<file path="src/rtl/t0_pkg.sv">
// Shared definitions for the sequential-address sideband codec.
// Assumes: the sideband line is active-low for "in sequence".
package t0_pkg;
    typedef enum logic {
        SEQ_IN  = 1'b0,
        SEQ_OUT = 1'b1
    } seq_flag_e;
endpackage

</file>
<file path="src/rtl/t0_encoder.sv">
// Encoder: compares each valid address with the last real address plus
// STRIDE. In sequence, it freezes the address lines and drives the sideband
// low. Otherwise, it drives the binary address with the sideband high.
// Assumes: outputs are registered, one cycle of latency, no back-pressure.
module t0_encoder
    import t0_pkg::*;
#(
    parameter int ADDR_W = 32,
    parameter int STRIDE = 1
) (
    input  logic              clk,
    input  logic              rst_n,
    input  logic              in_valid,
    input  logic [ADDR_W-1:0] in_addr,
    output logic              enc_valid,
    output logic [ADDR_W-1:0] enc_addr,
    output logic              enc_flag
);
    localparam logic [ADDR_W-1:0] STEP = ADDR_W'(STRIDE);

    logic [ADDR_W-1:0] last_q;
    logic              primed_q;
    logic              in_seq;

    // Sequence test against the stored address; never true before the first transfer.
    always_comb in_seq = primed_q && (in_addr == last_q + STEP);

    // Register the bus and update the history, on valid transfers only.
    always_ff @(posedge clk) begin
        if (!rst_n) begin
            last_q    <= '0;
            primed_q  <= 1'b0;
            enc_valid <= 1'b0;
            enc_addr  <= '0;
            enc_flag  <= SEQ_OUT;
        end else begin
            enc_valid <= in_valid;
            if (in_valid) begin
                last_q   <= in_addr;
                primed_q <= 1'b1;
                enc_flag <= in_seq ? SEQ_IN : SEQ_OUT;
                if (!in_seq) enc_addr <= in_addr;
            end
        end
    end

    // the first transfer after reset is flagged out of sequence.
    a_r2_first_full: assert property (@(posedge clk) disable iff (!rst_n)
        $past(rst_n) && $past(in_valid) && !$past(primed_q) |-> enc_flag == SEQ_OUT && enc_addr == $past(in_addr));

    // an in-sequence transfer leaves the address lines untouched.
    a_r3_freeze_lines: assert property (@(posedge clk) disable iff (!rst_n)
        $past(rst_n) && enc_valid && enc_flag == SEQ_IN |-> $stable(enc_addr));

    // idle cycles change nothing on the bus.
    a_r5_idle_hold: assert property (@(posedge clk) disable iff (!rst_n)
        $past(rst_n) && !enc_valid |-> $stable(enc_addr) && $stable(enc_flag));
endmodule

</file>
<file path="src/rtl/t0_decoder.sv">
// Decoder: rebuilds the address from the encoded bus. With the sideband low,
// it adds STRIDE to the last real address; otherwise it takes the bus value.
// Assumes: the encoder flags the first transfer after a common reset as full.
module t0_decoder
    import t0_pkg::*;
#(
    parameter int ADDR_W = 32,
    parameter int STRIDE = 1
) (
    input  logic              clk,
    input  logic              rst_n,
    input  logic              enc_valid,
    input  logic [ADDR_W-1:0] enc_addr,
    input  logic              enc_flag,
    output logic              out_valid,
    output logic [ADDR_W-1:0] out_addr
);
    localparam logic [ADDR_W-1:0] STEP = ADDR_W'(STRIDE);

    logic [ADDR_W-1:0] last_q;
    logic [ADDR_W-1:0] rebuilt;

    // Choose between the predicted successor and the bus value.
    always_comb rebuilt = (enc_flag == SEQ_IN) ? last_q + STEP : enc_addr;

    // Register the decoded address and keep it as the history.
    always_ff @(posedge clk) begin
        if (!rst_n) begin
            last_q    <= '0;
            out_valid <= 1'b0;
            out_addr  <= '0;
        end else begin
            out_valid <= enc_valid;
            if (enc_valid) begin
                last_q   <= rebuilt;
                out_addr <= rebuilt;
            end
        end
    end

    // the decoded output holds between transfers.
    a_r5_dec_hold: assert property (@(posedge clk) disable iff (!rst_n)
        $past(rst_n) && !out_valid |-> $stable(out_addr));
endmodule

</file>
<file path="src/rtl/t0_codec.sv">
// Top: encoder chained to decoder, with the encoded bus brought out.
// Assumes: a single clock and reset for both sides.
module t0_codec #(
    parameter int ADDR_W = 32,
    parameter int STRIDE = 1
) (
    input  logic              clk,
    input  logic              rst_n,
    input  logic              src_valid,
    input  logic [ADDR_W-1:0] src_addr,
    output logic              bus_valid,
    output logic [ADDR_W-1:0] bus_addr,
    output logic              bus_seq_n,
    output logic              dst_valid,
    output logic [ADDR_W-1:0] dst_addr
);
    t0_encoder #(.ADDR_W(ADDR_W), .STRIDE(STRIDE)) u_enc (
        .clk(clk), .rst_n(rst_n), .in_valid(src_valid), .in_addr(src_addr),
        .enc_valid(bus_valid), .enc_addr(bus_addr), .enc_flag(bus_seq_n)
    );

    t0_decoder #(.ADDR_W(ADDR_W), .STRIDE(STRIDE)) u_dec (
        .clk(clk), .rst_n(rst_n), .enc_valid(bus_valid), .enc_addr(bus_addr),
        .enc_flag(bus_seq_n), .out_valid(dst_valid), .out_addr(dst_addr)
    );

    // the strobe passes through the encoder in one cycle.
    a_r6_bus_latency: assert property (@(posedge clk) disable iff (!rst_n)
        $past(rst_n) |-> bus_valid == $past(src_valid));

    // end to end, the decoded address equals the source address two cycles earlier.
    a_r6_round_trip: assert property (@(posedge clk) disable iff (!rst_n)
        $past(rst_n) && $past(bus_valid) |-> dst_valid && dst_addr == $past(src_addr, 2));
endmodule

</file>
<file path="config.mk">
export PLATFORM = sky130hd
export DESIGN_NAME = t0_codec
export DESIGN_NICKNAME = d
export VERILOG_FILES = /design/src/rtl/t0_pkg.sv /design/src/rtl/t0_encoder.sv /design/src/rtl/t0_decoder.sv /design/src/rtl/t0_codec.sv
export SDC_FILE = /design/constraint.sdc
export NUM_CORES = 1
export LEC_CHECK = 0
export BUFFER_PORTS_ARGS = -buffer_cell sky130_fd_sc_hd__buf_2
export CORE_ASPECT_RATIO = 1.25
export CORE_MARGIN = 4
export CORE_UTILIZATION = 30
export DETAILED_ROUTE_END_ITERATION = 10
export GPL_TIMING_DRIVEN = 0
export MAX_ROUTING_LAYER = met4
export PLACE_DENSITY = 0.49
export SETUP_SLACK_MARGIN = 0.3
export SYNTH_ARGS = -nofsm -noshare
export SYNTH_HDL_FRONTEND = slang
export SYNTH_HIERARCHICAL = 1
export SYNTH_SLANG_ARGS = --single-unit
export TNS_END_PERCENT = 100
</file>
<file path="constraint.sdc">
create_clock -name clk -period 6.6 [get_ports clk]
set_clock_uncertainty 0.05 [all_clocks]
set_input_delay 1.65 -clock clk [delete_from_list [all_inputs] [get_ports clk]]
set_output_delay 1.65 -clock clk [all_outputs]
set_load 0.05 [all_outputs]
</file>
==> flow_metrics.py, run 1 <==
metrics = {
    "sta": {
        "slew_violations": 0,
        "clock.fmax_ghz": 0.285,
        "fin_crit_sh_pct": 53.1,
        "finalSetupViolations": 0,
        "layout_min_cycle_time_ps": 3500,
        "rsz0062_at_grt": "false",
        "hold_viol_final": 0,
        "max_slew.worst_pin.slew_ps": 735,
        "slew_headroom_pct": 51.0,
        "fin_setup_tns_ps": 0,
    },
    "logic_synthesis": {
        "synth.distinct_cells": 67,
        "mappedNetlistArea_sq_um": 5900,
        "yosysSeqAreaShare_pct": 33.9,
        "yosys.area_share.simple_pct": 27.2,
        "async_reset_ff_share_pct": 0,
        "syn_area_per_cell_sq_um": 8.49,
        "yosysWarnings": 6,
        "synth-xor-area-share_pct": 6.68,
        "synth_edf_count": 0,
        "synth_compound_area_share_pct": 13.5,
        "yosys_register_bits": 100,
        "synth_top_family_by_area": "simple AND/OR/NAND/NOR gates",
        "yosys-mux-area-fraction_pct": 13.2,
        "synth-main-ff-cell": "dfxtp_1",
        "netlist_instances": 695,
        "synthAdderAreaFrac_pct": 0.424,
        "synth.net_count": 732,
    },
    "cells_and_area": {
        "stdcell_area_sq_um": 7070,
        "fillCellCount": 2134,
        "layout_commonest_cell": "buf_2",
        "layout_common_cells": "104 x buf_2, 102 x nand2_1, 100 x dfxtp_1",
        "nNetsFinal": 843,
        "drive_gt1_share_pct": 18.5,
        "n_antenna_cell": 0,
        "synthToLayoutAreaGrowth_pct": 19.8,
        "regArea_sq_um": 2000,
        "multiInputGateArea_sq_um": 3610,
    },
    "global_route": {
        "grt_overflow_total": 0,
        "grt_pass1_wl_um": 30300,
        "grt_pass1_vias": 5306,
        "track_usage_pct": 18.2,
        "grt_max_degree": 17,
        "antenna_found_initial": 0,
    },
    "cts": {
        "cts.sinks": 100,
        "clockRootBuffer": "clkbuf_16",
        "clk_latency_ps": 350,
        "cts_post_setup_buffers_inserted": 0,
        "h-tree-depth": 3,
        "ctsResizeCount": 0,
        "numCtsBuffers": 9,
        "holdBufCountCts": 0,
        "clk_pin_slew_worst_paths_ps": 70,
        "cts_tree": "built",
        "clockBufferDepth": 2,
    },
    "routing": {
        "wl_per_cell_um": 18.0,
        "firstDrtPassIters": 6,
        "drtAntennaViolNets": 0,
        "vias": 5478,
        "vias_per_cell": 5.09,
        "drc": 0,
        "wirelength_um": 19400,
        "drt-initial-drc-count": 455,
    },
    "power": {
        "power_mw": 1.58,
        "peakVddDrop_mv": 0.141,
        "power_density_nw_per_um2": 223,
        "leakagePower_nw": 3.03,
    },
    "critical_path": {
        "worst_ep_required_time_ps": 6780,
        "crit_slowest_cell": "o41a_1",
        "r2r_cells": 11,
        "r2r_setup_slack_ps": 3230,
        "crit_path_end_kind": "flop",
        "path_depth": 10,
        "cp_top_family": "compound AO/OA/AOI/OAI gates",
        "path_max_fanout": 10,
        "crit_buf_inv": 3,
        "worstPathArrival_ps": 3680,
        "startpoint_type": "input port",
        "crit_path_cell_trace": "buf_2, xnor2_1, nor4bb_1, o21bai_1, nand3_1, o21ba_2, o41a_1, buf_6, buf_12, nand3b_1",
        "path_class": "input port to flop",
        "slowest_delay_ps": 400,
    },
    "placed_design": {
        "port-buffer-count": 100,
        "gp_congestion": 0.875,
        "placed_cell_area_sq_um": 6740,
        "hpwl_um": 15100,
    },
    "worst_hold_path": {
        "hp-class": "flop to flop",
        "hold_path_depth": 1,
    },
    "die": {
        "ios": 102,
        "die-area_sq_um": 22000,
        "die_height_um": 165,
        "die_w_um": 133,
        "fp-row-count": 57,
        "core_area_sq_um": 19400,
        "initial_core_util_pct": 30.4,
    },
    "run_status": {
        "outcome": "finished, final reports clean",
    },
    "job": {
        "max_cap_viol_count": 0,
    },
}
[per-stage QoR]
step,worst slack [ps],util [%],hold slack (ps),cells
after CTS,3150,36.4,429,1076
after detailed placement,2770,34.7,413,1060
after global routing,2920,36.4,448,1076
after floorplan,3130,-,390,695
after global placement,2770,34.7,404,1060
final,3100,36.4,430,1076
[per-layer routing]
metal  global-route usage [%]  vias to the layer above  wire length, um
met5                        -                        -                0
met4                     7.30                        0              556
met3                     2.44                       38              682
met2                     31.7                      155             9850
met1                     21.3                     2560             8300
li1                         -                     2725                -
[state kept, by name (all words and copies together), names as in the netlist]
signal           cells
u_dec/out_addr      32
u_enc/primed_q       1
u_enc/last_q        32
u_enc/enc_flag       1
u_enc/enc_addr      32
u_enc/enc_valid      1
u_dec/out_valid      1
[power breakdown]
| part | switching, mW | internal, mW | leakage (nW) |
|---|---|---|---|
| Combinational | 0.193 | 0.0990 | 2.04 |
| Sequential | 0.0407 | 0.636 | 0.822 |
| Clock | 0.255 | 0.355 | 0.166 |
[cell type report]
cell class	count	area share, %
clock buffers	11	3.57
plain buffers	42	3.72
multi-input cells	545	51.0
inverters	8	0.425
flip-flops and latches	100	28.3
clock inverters	5	1.17
repair buffers	100	7.08
well taps	265	4.69
[kinds of logic (layout without fill, tap and decap cells)]
kind of cell             after synthesis  in the layout
AO/OA/AOI/OAI                        121            121
XOR/XNOR                              45             45
adder cells (fa/ha/maj)                2              2
buffers and inverters                 50            166
flip-flops                           100            100
multiplexers                          78             78
AND/OR/NAND/NOR                      299            299
[synth_stat cells, drive strengths merged (7+ instances only)]
cell | instances | area (sq um)
a211oi | 12 | 90.1
a21oi | 26 | 130
a22o | 7 | 61.3
and3 | 9 | 56.3
buf | 18 | 166
clkbuf | 23 | 87.6
dfxtp | 100 | 2000
inv | 8 | 30.0
mux2i | 77 | 771
nand2 | 102 | 383
nand2b | 7 | 43.8
nand3 | 32 | 165
nand4 | 28 | 235
nor2 | 42 | 160
nor2b | 35 | 219
nor3 | 14 | 81.3
nor4 | 10 | 108
o21ai | 30 | 150
xnor2 | 21 | 184
xor2 | 24 | 210
[path summary, 6_finish.rpt]
check | end | from
worst max-delay path | u_enc/enc_flag | src_addr[25]
worst min-delay path | u_enc/primed_q | u_enc/primed_q
worst min register to register | u_enc/primed_q | u_enc/primed_q
worst max register to register | u_enc/enc_flag | u_enc/last_q[0]
Note: power is estimated with default switching activity, not from simulation.
==> run 2: changes to the inputs <==
PLACE_DENSITY = 0.51   (was 0.49)
clock period = 2.86 ns   (was 6.6 ns; I/O delays follow)
==> flow_metrics.py, run 2 (synthesized netlist as in run 1, its figures left out) <==
metrics = {
    "sta": {
        "hold_viol_final": 0,
        "slew_headroom_pct": 51.7,
        "rsz0062_at_grt": "true",
        "timing.final.ws_setup_ps": -15.3,
        "slew_violations": 0,
        "finalSetupViolations": 1,
        "max_slew.worst_pin.slew_ps": 725,
        "fin_hold_ws_ps": 430,
        "clock.fmax_ghz": 0.348,
        "fin_setup_tns_ps": -15.3,
        "fin_crit_sh_pct": 101,
        "layout_min_cycle_time_ps": 2880,
    },
    "placed_design": {
        "hpwl_um": 15100,
        "dp.cells": 1060,
        "pre_cts_ws_ps": -354,
        "port-buffer-count": 100,
        "gp_congestion": 0.907,
    },
    "cells_and_area": {
        "multiInputGateArea_sq_um": 3670,
        "drive_gt1_share_pct": 22.1,
        "regArea_sq_um": 2020,
        "final_cells": 1089,
        "nNetsFinal": 856,
        "n_antenna_cell": 0,
        "layout_common_cells": "102 x buf_2, 101 x nand2_1, 89 x dfxtp_1",
        "synthToLayoutAreaGrowth_pct": 23.1,
        "top_regs": "u_dec/out_addr (32), u_enc/enc_addr (32), u_enc/last_q (32)",
        "fillCellCount": 2084,
        "layout_commonest_cell": "buf_2",
    },
    "cts": {
        "cts_tree": "built",
        "clockRootBuffer": "clkbuf_16",
        "clk_latency_ps": 350,
        "clockBufferDepth": 2,
        "clk_pin_slew_worst_paths_ps": 70,
        "h-tree-depth": 3,
        "cts.sinks": 100,
        "numCtsBuffers": 9,
    },
    "power": {
        "leakagePower_nw": 3.11,
        "power_density_nw_per_um2": 483,
        "power_mw": 3.51,
        "peakVddDrop_mv": 0.259,
    },
    "critical_path": {
        "path_class": "flop to flop",
        "cp_top_family": "simple AND/OR/NAND/NOR gates",
        "cpMostUsedCell": "buf_6",
        "r2r_setup_slack_ps": -20,
        "worst_ep_required_time_ps": 3040,
        "crit_buf_inv": 4,
        "worstPathArrival_ps": 3050,
        "slowest_delay_ps": 570,
        "startpoint_type": "flop",
        "crit_path_cell_trace": "buf_6, nand4_4, buf_6, or4_4, mux2_4, mux2i_1, o22ai_2, nand4b_1, o41a_1, buf_6, buf_12, nand3b_1",
        "crit_path_end_kind": "flop",
        "crit_slowest_cell": "or4_4",
        "path_max_fanout": 5,
    },
    "job": {
        "max_cap_viol_count": 0,
    },
    "die": {
        "initial_core_util_pct": 30.4,
        "core_area_sq_um": 19400,
        "ios": 102,
        "die-area_sq_um": 22000,
        "die_height_um": 165,
        "fp-row-count": 57,
        "die_w_um": 133,
    },
    "routing": {
        "drc": 0,
        "wl_per_cell_um": 18.0,
        "firstDrtPassIters": 5,
        "vias": 5528,
        "vias_per_cell": 5.08,
        "drtAntennaViolNets": 0,
        "wirelength_um": 19600,
        "drt-initial-drc-count": 466,
    },
    "global_route": {
        "track_usage_pct": 18.3,
        "grt_overflow_total": 0,
        "grt_pass1_vias": 5340,
        "grt_pass1_wl_um": 30400,
        "antenna_found_initial": 0,
        "grt_max_degree": 17,
    },
    "worst_hold_path": {
        "hp-class": "flop to flop",
    },
    "run_status": {
        "outcome": "finished with violations",
        "violations": "setup timing",
    },
}
## run 2: cell type report
class                      instances  area share (%)
tap                              265            4.56
multi-input combinational        545            50.5
buffer                            42            4.01
clock inverter                     6           0.878
inverter                           8           0.413
timing repair buffer             113            8.66
sequential                       100            27.8
clock buffer                      10            3.15
## run 2: final timing paths
path                        start        endpoint  cells after the start
hold reg to reg    u_enc/primed_q  u_enc/primed_q                      1
hold / removal     u_enc/primed_q  u_enc/primed_q                      1
setup reg to reg  u_enc/last_q[7]  u_enc/enc_flag                     12
setup / recovery  u_enc/last_q[7]  u_enc/enc_flag                     12
## run 2: power breakdown
| part | switching, mW | total [mW] | internal (mW) |
|---|---|---|---|
| Combinational | 0.450 | 0.694 | 0.244 |
| Clock | 0.574 | 1.25 | 0.680 |
| Sequential | 0.0949 | 1.56 | 1.47 |
| Total | 1.12 | 3.51 | 2.39 |
## run 2: routing by layer
layer  share of wire (%)  routed length [um]  GRT usage, %
met2                  51                9930          31.8
met3                 4.0                 781          2.71
met4                 3.3                 655          7.58
met5                   0                   0             -
met1                  42                8250          21.2
## run 2: through the flow
stage          utilization, %  cell area [sq um]
2_1_floorplan               -               5950
3_3_place_gp             35.0               6780
3_5_place_dp             35.0               6780
4_1_cts                  37.2               7230
5_1_grt                  37.5               7270
6_report                 37.5               7270
## run 2: what timing repair did
item	CTS	global route
hold buffers	0	0
buffers inserted	11	1
cloned	1	0
setup endpoints to repair	33	33
pin swaps	8	5
gates resized for setup	15	10
## run 2: worst reg2reg max path, delay by kind of cell, from the launching register on
family / cells / cell delay (ps)
DFF: 1 / 320
and+or+nand+nor: 4 / 940
buffers and inverters: 4 / 550
AOI/OAI and AO/OA: 2 / 600
muxes: 2 / 290
==> run 3: changes to the inputs <==
SETUP_SLACK_MARGIN = 0.1   (was 0.3)
==> flow_metrics.py, run 3 (synthesized netlist as in run 1, its figures left out) <==
metrics = {
    "run_status": {
        "outcome": "finished, final reports clean",
    },
    "cells_and_area": {
        "fillCellCount": 2079,
        "layout_commonest_cell": "buf_2",
        "drive_gt1_share_pct": 23.4,
        "utilization_pct": 38.1,
        "synthToLayoutAreaGrowth_pct": 25.1,
        "top_regs": "u_dec/out_addr (32), u_enc/enc_addr (32), u_enc/last_q (32)",
        "n_antenna_cell": 0,
        "stdcell_area_sq_um": 7380,
        "layout_common_cells": "102 x buf_2, 101 x nand2_1, 85 x dfxtp_1",
        "regArea_sq_um": 2030,
        "final_cells": 1097,
        "nNetsFinal": 864,
        "multiInputGateArea_sq_um": 3670,
    },
    "power": {
        "power_mw": 3.71,
        "peakVddDrop_mv": 0.320,
        "switching_share_pct": 30.4,
        "p_clk_share_pct": 38.8,
        "p_int_mw": 2.58,
        "p_seq_share_pct": 42.2,
        "power_density_nw_per_um2": 502,
        "switchingPower_mw": 1.13,
        "p_comb_share_pct": 19.0,
        "leakagePower_nw": 3.19,
    },
    "placed_design": {
        "dp.cells": 1060,
        "gp_congestion": 0.935,
        "placed_cell_area_sq_um": 6750,
        "hpwl_um": 15000,
        "port-buffer-count": 100,
    },
    "critical_path": {
        "worst_ep_required_time_ps": 3050,
        "crit_buf_inv": 3,
        "crit_slowest_cell": "or4_4",
        "crit_path_cell_trace": "buf_6, nand4_4, or4_4, mux2_4, mux2i_1, o22ai_1, nand4b_1, o41a_1, buf_6, buf_12, nand3b_1",
        "cpMostUsedCell": "buf_6",
        "cp_top_family": "simple AND/OR/NAND/NOR gates",
        "path_class": "flop to flop",
        "worstPathArrival_ps": 3040,
        "path_max_fanout": 7,
        "startpoint_type": "flop",
        "slowest_delay_ps": 510,
        "crit_path_end_kind": "flop",
    },
    "worst_hold_path": {
        "hp-class": "flop to flop",
    },
    "cts": {
        "clk_pin_slew_worst_paths_ps": 70,
        "cts.sinks": 100,
        "cts_tree": "built",
        "numCtsBuffers": 9,
        "clk_latency_ps": 360,
        "clockBufferDepth": 2,
        "h-tree-depth": 3,
        "clockRootBuffer": "clkbuf_16",
    },
    "routing": {
        "firstDrtPassIters": 5,
        "vias": 5620,
        "wirelength_um": 19800,
        "drt-initial-drc-count": 442,
        "vias_per_cell": 5.12,
        "drtAntennaViolNets": 0,
        "drc": 0,
        "wl_per_cell_um": 18.0,
    },
    "die": {
        "initial_core_util_pct": 30.4,
        "die_w_um": 133,
        "core_area_sq_um": 19400,
        "fp-row-count": 57,
        "ios": 102,
        "die-area_sq_um": 22000,
        "die_height_um": 165,
    },
    "sta": {
        "finalSetupViolations": 0,
        "fin_crit_sh_pct": 99.7,
        "rsz0062_at_grt": "true",
        "layout_min_cycle_time_ps": 2850,
        "clock.fmax_ghz": 0.351,
        "fin_setup_tns_ps": 0,
        "slew_violations": 0,
        "max_slew.worst_pin.slew_ps": 709,
        "hold_viol_final": 0,
        "slew_headroom_pct": 52.8,
    },
    "global_route": {
        "grt_max_degree": 17,
        "track_usage_pct": 18.3,
        "grt_pass1_vias": 5355,
        "grt_pass1_wl_um": 30700,
        "grt_overflow_total": 0,
        "antenna_found_initial": 0,
    },
    "job": {
        "max_cap_viol_count": 0,
    },
}
-- run 3: final timing paths --
| path | from | end | slack, ps | depth (start not counted) |
|---|---|---|---|---|
| hold reg to reg | u_enc/primed_q | u_enc/primed_q | 430 | 1 |
| setup reg to reg | u_enc/last_q[7] | u_enc/enc_flag | 7 | 11 |
| setup / recovery | u_enc/last_q[7] | u_enc/enc_flag | 7 | 11 |
| hold / removal | u_enc/primed_q | u_enc/primed_q | 430 | 1 |
-- run 3: worst register-to-register path: stages (launching register included) --
cell      delay [ps]
dfxtp_2          330
buf_6            110
nand4_4          220
or4_4            510
mux2_4           220
mux2i_1           60
o22ai_1          220
nand4b_1         130
o41a_1           450
buf_6            170
buf_12           140
nand3b_1         140
-- run 3: layout make-up --
class	instances	area share (%)
Multi-Input combinational cell	545	49.6
Inverter	8	0.407
Buffer	42	4.00
Tap cell	265	4.49
Sequential cell	100	27.4
Clock buffer	10	3.10
Timing Repair Buffer	121	9.42
Clock inverter	6	1.51
-- run 3: per-stage QoR --
stage                     hold WS [ps]  worst slack, ps
final                              426             7.33
after global routing               435             -115
after CTS                          431            -13.0
after detailed placement           414             -362
after global placement             405             -389
after floorplan                    390              163
-- run 3: power groups by stage --
stage	Clock (mW)	Combinational (mW)	Sequential, mW
2_1_floorplan	0	0.322	1.73
3_3_place_gp	0	0.670	1.59
3_5_place_dp	0	0.671	1.60
4_1_cts	1.48	0.691	1.56
5_1_grt	1.52	0.758	1.58
6_report	1.44	0.705	1.57
-- run 3: metal layers --
metal / wire (um) / global-route usage (%) / part of all wire [%] / vias to the layer above
met2: 10100 / 31.8 / 51 / 180
met1: 8300 / 21.1 / 42 / 2655
met4: 485 / 7.30 / 2.5 / 0
met3: 889 / 2.80 / 4.5 / 30
met5: 0 / - / 0 / -
li1: - / - / - / 2755
-- run 3: repair_timing --
action / 4_1_cts / 5_1_grt
buffers inserted: 9 / 10
pin swaps: 11 / 8
hold buffers: 0 / 0
resized for setup: 25 / 11
endpoints found under the setup margin: 33 / 33
endpoints found under the hold margin: 0 / 0
cloned: 1 / 1
